--- config.mk ---
export PLATFORM = sky130hd
export DESIGN_NAME = peek_fifo_core
export DESIGN_NICKNAME = d
export VERILOG_FILES = /design/src/rtl/peek_fifo_pkg.sv /design/src/rtl/peek_fifo_rst_sync.sv /design/src/rtl/peek_fifo_queue.sv /design/src/rtl/peek_fifo_tx_thresh.sv /design/src/rtl/peek_fifo_core.sv
export SDC_FILE = /design/constraint.sdc
export NUM_CORES = 2
export LEC_CHECK = 0
export BUFFER_PORTS_ARGS = -buffer_cell sky130_fd_sc_hd__buf_2
export CORE_MARGIN = 3
export CORE_UTILIZATION = 42
export CTS_BUF_LIST = sky130_fd_sc_hd__clkbuf_4 sky130_fd_sc_hd__clkbuf_8 sky130_fd_sc_hd__clkbuf_16
export CTS_CLUSTER_SIZE = 10
export DETAILED_ROUTE_END_ITERATION = 7
export GPL_TIMING_DRIVEN = 0
export PLACE_DENSITY_LB_ADDON = 0.2
export RECOVER_POWER = 50
export SKIP_CTS_REPAIR_TIMING = 1
export SYNTH_ARGS = -nofsm -noshare
export SYNTH_HDL_FRONTEND = slang
export SYNTH_HIERARCHICAL = 1
export SYNTH_SLANG_ARGS = --single-unit
--- constraint.sdc ---
create_clock -name clk -period 3.35 [get_ports clk]
set_input_delay 0.67 -clock clk [delete_from_list [all_inputs] [get_ports clk]]
set_output_delay 0.67 -clock clk [all_outputs]
set_load 0.03 [all_outputs]
--- src/rtl/peek_fifo_pkg.sv ---
package peek_fifo_pkg;
  localparam int unsigned ADDR_W = 3;
  localparam logic [ADDR_W-1:0] ADR_DATA = 3'd0;
  localparam logic [ADDR_W-1:0] ADR_POP  = 3'd1;
  localparam logic [ADDR_W-1:0] ADR_MODE = 3'd2;
  localparam logic [ADDR_W-1:0] ADR_DMA  = 3'd3;
  localparam logic [ADDR_W-1:0] ADR_FLAG = 3'd4;

  // free-slot threshold selected by the 3-bit burst code
  function automatic int unsigned burst_slots(input logic [2:0] code);
    if (code == 3'd0) return 1;
    return 32'd1 << (int'(code) + 1);
  endfunction
endpackage

--- src/rtl/peek_fifo_rst_sync.sv ---
module peek_fifo_rst_sync (
  input  logic clk,
  input  logic rst_n,
  output logic rst_q_n
);
  logic [1:0] sync_q;

  always_ff @(posedge clk or negedge rst_n) begin
    if (!rst_n) sync_q <= 2'b00;
    else        sync_q <= {sync_q[0], 1'b1};
  end

  assign rst_q_n = sync_q[1];
endmodule

--- src/rtl/peek_fifo_queue.sv ---
module peek_fifo_queue #(
  parameter int unsigned W     = 8,
  parameter int unsigned DEPTH = 16,
  localparam int unsigned AW   = (DEPTH > 1) ? $clog2(DEPTH) : 1,
  localparam int unsigned CW   = $clog2(DEPTH + 1)
) (
  input  logic          clk,
  input  logic          rst_n,
  input  logic          push,
  input  logic [W-1:0]  din,
  input  logic          pop,
  output logic [W-1:0]  head,
  output logic [CW-1:0] count,
  output logic          full,
  output logic          empty
);
  logic [W-1:0]  mem [DEPTH];
  logic [AW-1:0] wr_q, rd_q, wr_d, rd_d;
  logic [CW-1:0] cnt_q, cnt_d;
  logic          push_ok, pop_ok;

  assign full    = (cnt_q == CW'(DEPTH));
  assign empty   = (cnt_q == '0);
  assign push_ok = push && !full;
  assign pop_ok  = pop && !empty;

  always_comb begin
    wr_d  = wr_q;
    rd_d  = rd_q;
    cnt_d = cnt_q;
    if (push_ok) wr_d = (wr_q == AW'(DEPTH - 1)) ? '0 : wr_q + 1'b1;
    if (pop_ok)  rd_d = (rd_q == AW'(DEPTH - 1)) ? '0 : rd_q + 1'b1;
    case ({push_ok, pop_ok})
      2'b10:   cnt_d = cnt_q + 1'b1;
      2'b01:   cnt_d = cnt_q - 1'b1;
      default: cnt_d = cnt_q;
    endcase
  end

  always_ff @(posedge clk or negedge rst_n) begin
    if (!rst_n) begin
      wr_q  <= '0;
      rd_q  <= '0;
      cnt_q <= '0;
    end else begin
      wr_q  <= wr_d;
      rd_q  <= rd_d;
      cnt_q <= cnt_d;
    end
  end

  always_ff @(posedge clk) begin
    if (push_ok) mem[wr_q] <= din;
  end

  assign head  = mem[rd_q];
  assign count = cnt_q;
endmodule

--- src/rtl/peek_fifo_tx_thresh.sv ---
module peek_fifo_tx_thresh #(
  parameter int unsigned DEPTH = 256,
  localparam int unsigned CW   = $clog2(DEPTH + 1)
) (
  input  logic [2:0]    code,
  input  logic [CW-1:0] count,
  input  logic          enable,
  output logic          req
);
  import peek_fifo_pkg::*;
  int unsigned raw_thr, thr, free_slots;

  always_comb begin
    raw_thr    = burst_slots(code);
    thr        = (raw_thr > DEPTH) ? DEPTH : raw_thr;
    free_slots = DEPTH - 32'(count);
    req        = enable && (free_slots >= thr);
  end
endmodule

--- src/rtl/peek_fifo_core.sv ---
module peek_fifo_core #(
  parameter int unsigned DW       = 8,
  parameter int unsigned RX_DEPTH = 16,
  parameter int unsigned TX_DEPTH = 256,
  localparam int unsigned RX_CW   = $clog2(RX_DEPTH + 1),
  localparam int unsigned TX_CW   = $clog2(TX_DEPTH + 1)
) (
  input  logic          clk,
  input  logic          rst_n,
  input  logic          bus_rd,
  input  logic          bus_wr,
  input  logic          bus_dma,
  input  logic [2:0]    bus_addr,
  input  logic [31:0]   bus_wdata,
  output logic [31:0]   bus_rdata,
  input  logic          rx_push,
  input  logic [DW-1:0] rx_data,
  output logic          rx_full,
  input  logic          tx_pop,
  output logic [DW-1:0] tx_data,
  output logic          tx_empty,
  output logic          tx_dma_req,
  output logic          rx_dma_req
);
  import peek_fifo_pkg::*;

  logic             rst_q_n;
  logic             protect_q, protect_d;
  logic             rx_en_q, rx_en_d, tx_en_q, tx_en_d;
  logic [2:0]       burst_q, burst_d;
  logic             udf_q, udf_d, ovf_q, ovf_d;
  logic             data_rd, pop_wr, rx_pop, tx_push;
  logic             rx_empty, tx_full_unused;
  logic [DW-1:0]    rx_head;
  logic [RX_CW-1:0] rx_count;
  logic [TX_CW-1:0] tx_count;
  logic             wdata_unused;

  assign wdata_unused = ^bus_wdata;

  peek_fifo_rst_sync u_rst (.clk(clk), .rst_n(rst_n), .rst_q_n(rst_q_n));

  assign data_rd = bus_rd && (bus_addr == ADR_DATA);
  assign pop_wr  = bus_wr && (bus_addr == ADR_POP);
  assign rx_pop  = (data_rd && (!protect_q || bus_dma)) || pop_wr;
  assign tx_push = bus_wr && (bus_addr == ADR_DATA);

  peek_fifo_queue #(.W(DW), .DEPTH(RX_DEPTH)) u_rxq (
    .clk(clk), .rst_n(rst_q_n), .push(rx_push), .din(rx_data), .pop(rx_pop),
    .head(rx_head), .count(rx_count), .full(rx_full), .empty(rx_empty)
  );

  peek_fifo_queue #(.W(DW), .DEPTH(TX_DEPTH)) u_txq (
    .clk(clk), .rst_n(rst_q_n), .push(tx_push), .din(bus_wdata[DW-1:0]), .pop(tx_pop),
    .head(tx_data), .count(tx_count), .full(tx_full_unused), .empty(tx_empty)
  );

  peek_fifo_tx_thresh #(.DEPTH(TX_DEPTH)) u_thr (
    .code(burst_q), .count(tx_count), .enable(tx_en_q), .req(tx_dma_req)
  );

  assign rx_dma_req = rx_en_q && !rx_empty;

  // next-state for control and sticky flags
  always_comb begin
    protect_d = protect_q;
    rx_en_d   = rx_en_q;
    tx_en_d   = tx_en_q;
    burst_d   = burst_q;
    udf_d     = udf_q;
    ovf_d     = ovf_q;
    if (bus_wr && bus_addr == ADR_MODE) protect_d = bus_wdata[0];
    if (bus_wr && bus_addr == ADR_DMA) begin
      rx_en_d = bus_wdata[0];
      tx_en_d = bus_wdata[1];
      burst_d = bus_wdata[7:5];
    end
    if (bus_wr && bus_addr == ADR_FLAG) begin
      if (bus_wdata[0]) udf_d = 1'b0;
      if (bus_wdata[1]) ovf_d = 1'b0;
    end
    if ((data_rd || pop_wr) && rx_empty) udf_d = 1'b1;
    if (rx_push && rx_full)              ovf_d = 1'b1;
  end

  always_ff @(posedge clk or negedge rst_q_n) begin
    if (!rst_q_n) begin
      protect_q <= 1'b0;
      rx_en_q   <= 1'b0;
      tx_en_q   <= 1'b0;
      burst_q   <= 3'd0;
      udf_q     <= 1'b0;
      ovf_q     <= 1'b0;
    end else begin
      protect_q <= protect_d;
      rx_en_q   <= rx_en_d;
      tx_en_q   <= tx_en_d;
      burst_q   <= burst_d;
      udf_q     <= udf_d;
      ovf_q     <= ovf_d;
    end
  end

  always_comb begin
    bus_rdata = '0;
    case (bus_addr)
      ADR_DATA: bus_rdata = rx_empty ? 32'd0 : 32'(rx_head);
      ADR_MODE: bus_rdata = {31'd0, protect_q};
      ADR_DMA:  bus_rdata = {24'd0, burst_q, 3'd0, tx_en_q, rx_en_q};
      ADR_FLAG: bus_rdata = {30'd0, ovf_q, udf_q};
      default:  bus_rdata = '0;
    endcase
  end
endmodule

==> results.sh <==
export IMPL_end_kind="output pin"
export IMPL_grt_usage_pct=30.4
export IMPL_relSlewSlack_pct=-114
export IMPL_violations="capacitance limit, slew limit, setup timing"
export IMPL_wl_per_cell_um=43.4
export IMPL_synth_cells=4293
export IMPL_drv_cap=10
export IMPL_drtIter0Drc=9096
export IMPL_io_pins=94
export IMPL_cts_num_sinks=2224
export IMPL_fin_nets=4928
export IMPL_finClkSkew_ps=64.3
export IMPL_first_pass_iters=8
export IMPL_gp_congestion=0.970
export IMPL_avgSynthCellArea_um2=20.4
export IMPL_path_cells="clkbuf_1, o211ai_1, a211o_1, o311ai_4, nand4_1, buf_6"
export IMPL_fmax_ghz=0.180
export IMPL_path_max_fanout=10
export IMPL_rsz0062_at_grt="true"
export IMPL_hp_class="in -> reg"
export IMPL_slew_viol_final=1063
export IMPL_die_h_um=463
export IMPL_fin_ws_ps=-2200
export IMPL_ys_warn_count=6
export IMPL_crit_arrival_ps=4880
export IMPL_die_area_um2=214000
export IMPL_setup_violations=500
export IMPL_grt_pass1_vias=47100
export IMPL_run_status="finished with violations"
export IMPL_tightest_slew_ps=3220
export IMPL_insertion_delay_ps=950
export IMPL_final_common_cell="edfxtp_1"
export IMPL_start_util_pct=42.3
export IMPL_antenna_found_initial=17
export IMPL_routed_wl_mm=334
export IMPL_cpPeakStageDelay_ps=1260
export IMPL_min_period_ps=5550
export IMPL_area_growth_pct=19.8
export IMPL_hold_viol=0
export IMPL_drc=0
export IMPL_cp_slowest_cell="clkbuf_1"
export IMPL_ant_nets=0
export IMPL_grt_pass1_wl_mm=435
export IMPL_portBuffers=45
export IMPL_worstSetupPathType="reg -> out"
export IMPL_cp_start_kind="register"
export IMPL_cts_max_level=5
export IMPL_cts_tree="built"
export IMPL_vias=51300
export IMPL_die_w_um=463
export IMPL_drive_gt1_share_pct=33.9
export IMPL_viasPerCell=6.66
export IMPL_worstPathRequired_ps=2680
export IMPL_clkSlewWorstSetupHoldPaths_ps=50
export IMPL_row_count=167
export IMPL_final_util_pct=50.7
export IMPL_place_area_um2=92100
export IMPL_final_cell_area_um2=105000
export IMPL_final_cell_mix="edfxtp_1, mux4_2, clkbuf_16, buf_4"
export IMPL_cts_made_buffers=275
export IMPL_peakVddDrop_mv=0.583
export IMPL_grt_ovfl_total=0
export IMPL_synth_area_um2=87700
export IMPL_powerDensity_nw_per_um2=925
export IMPL_p_leak_nw=33.3
export IMPL_clock_path_buffers=4
export IMPL_core_area_um2=207000
export IMPL_clockRootBuffer="clkbuf_16"
export IMPL_fin_crit_sh_pct=166
export IMPL_dp_hpwl_mm=207
export IMPL_grt_start_max_net_pins=141
-- sequential cells by signal, summed over array words and instances (netlist names) --
name	flops
u_rxq/wr_q	4
u_rxq/count	5
udf_q	1
tx_en_q	1
u_rst/sync_q	2
ovf_q	1
u_txq/count	9
u_txq/mem	2048
u_txq/rd_q	8
u_rxq/mem	128
protect_q	1
rx_en_q	1
burst_q	3
u_rxq/rd_q	4
u_txq/wr_q	8
-- report_power, final --
part / switching (W) / internal (W)
sequential: 0.000381 / 0.0310
combinational: 0.0256 / 0.0139
clock: 0.0107 / 0.0156
total: 0.0366 / 0.0605
-- worst paths after layout --
kind | start | cells after the start | endpoint | slack, ps
min in group asynchronous | rst_n | 2 | u_rst/sync_q[0] | 120
hold / removal | rx_push | 2 | ovf_q | 40
setup reg to reg | u_txq/wr_q[7] | 5 | u_txq/mem[143][1] | -180
hold reg to reg | u_rst/sync_q[0] | 0 | u_rst/sync_q[1] | 360
max in group asynchronous | u_rst/sync_q[1] | 1 | u_txq/count[6] | 330
setup / recovery | u_txq/rd_q[6] | 6 | tx_data[1] | -2200
-- per-layer routing --
layer	global-route usage, %	wire length (um)
met1	40.4	118000
met2	42.9	142000
met3	11.1	50000
met5	0	591
met4	18.4	23600
-- final cells by class --
| type | instances | area [um2] |
|---|---|---|
| multi-input combinational | 1803 | 21800 |
| timing repair buffer | 238 | 2170 |
| tap | 2788 | 3490 |
| inverter | 18 | 73.8 |
| sequential | 2224 | 66600 |
| antenna | 15 | 37.5 |
| clock buffer | 334 | 7460 |
| fill | 16600 | 102000 |
| buffer | 277 | 3350 |
| clock inverter | 11 | 124 |
-- worst max-delay path: cells and delay by family (launching register included) --
family                 cells  cell delay (ps)
AOI/OAI and AO/OA          3             1590
buffers and inverters      2             1510
DFF                        1              490
and+or+nand+nor            1              350
-- through the flow --
step           worst slack, ps  std cells  TNS (ps)  power, W  hold WS, ps
3_3_place_gp             -3870       7156  -6619190    0.0633          339
2_1_floorplan            -3.96       4323     -3.96    0.0469          331
4_1_cts                  -3990       7519  -1282070    0.0895         -522
6_report                 -2200       7708    -65950    0.0971         41.3
3_5_place_dp             -3020       7174  -2889540    0.0635          299
5_1_grt                  -1880       7700   -105160    0.0978         21.9
Note: power is estimated with default switching activity, not from simulation.
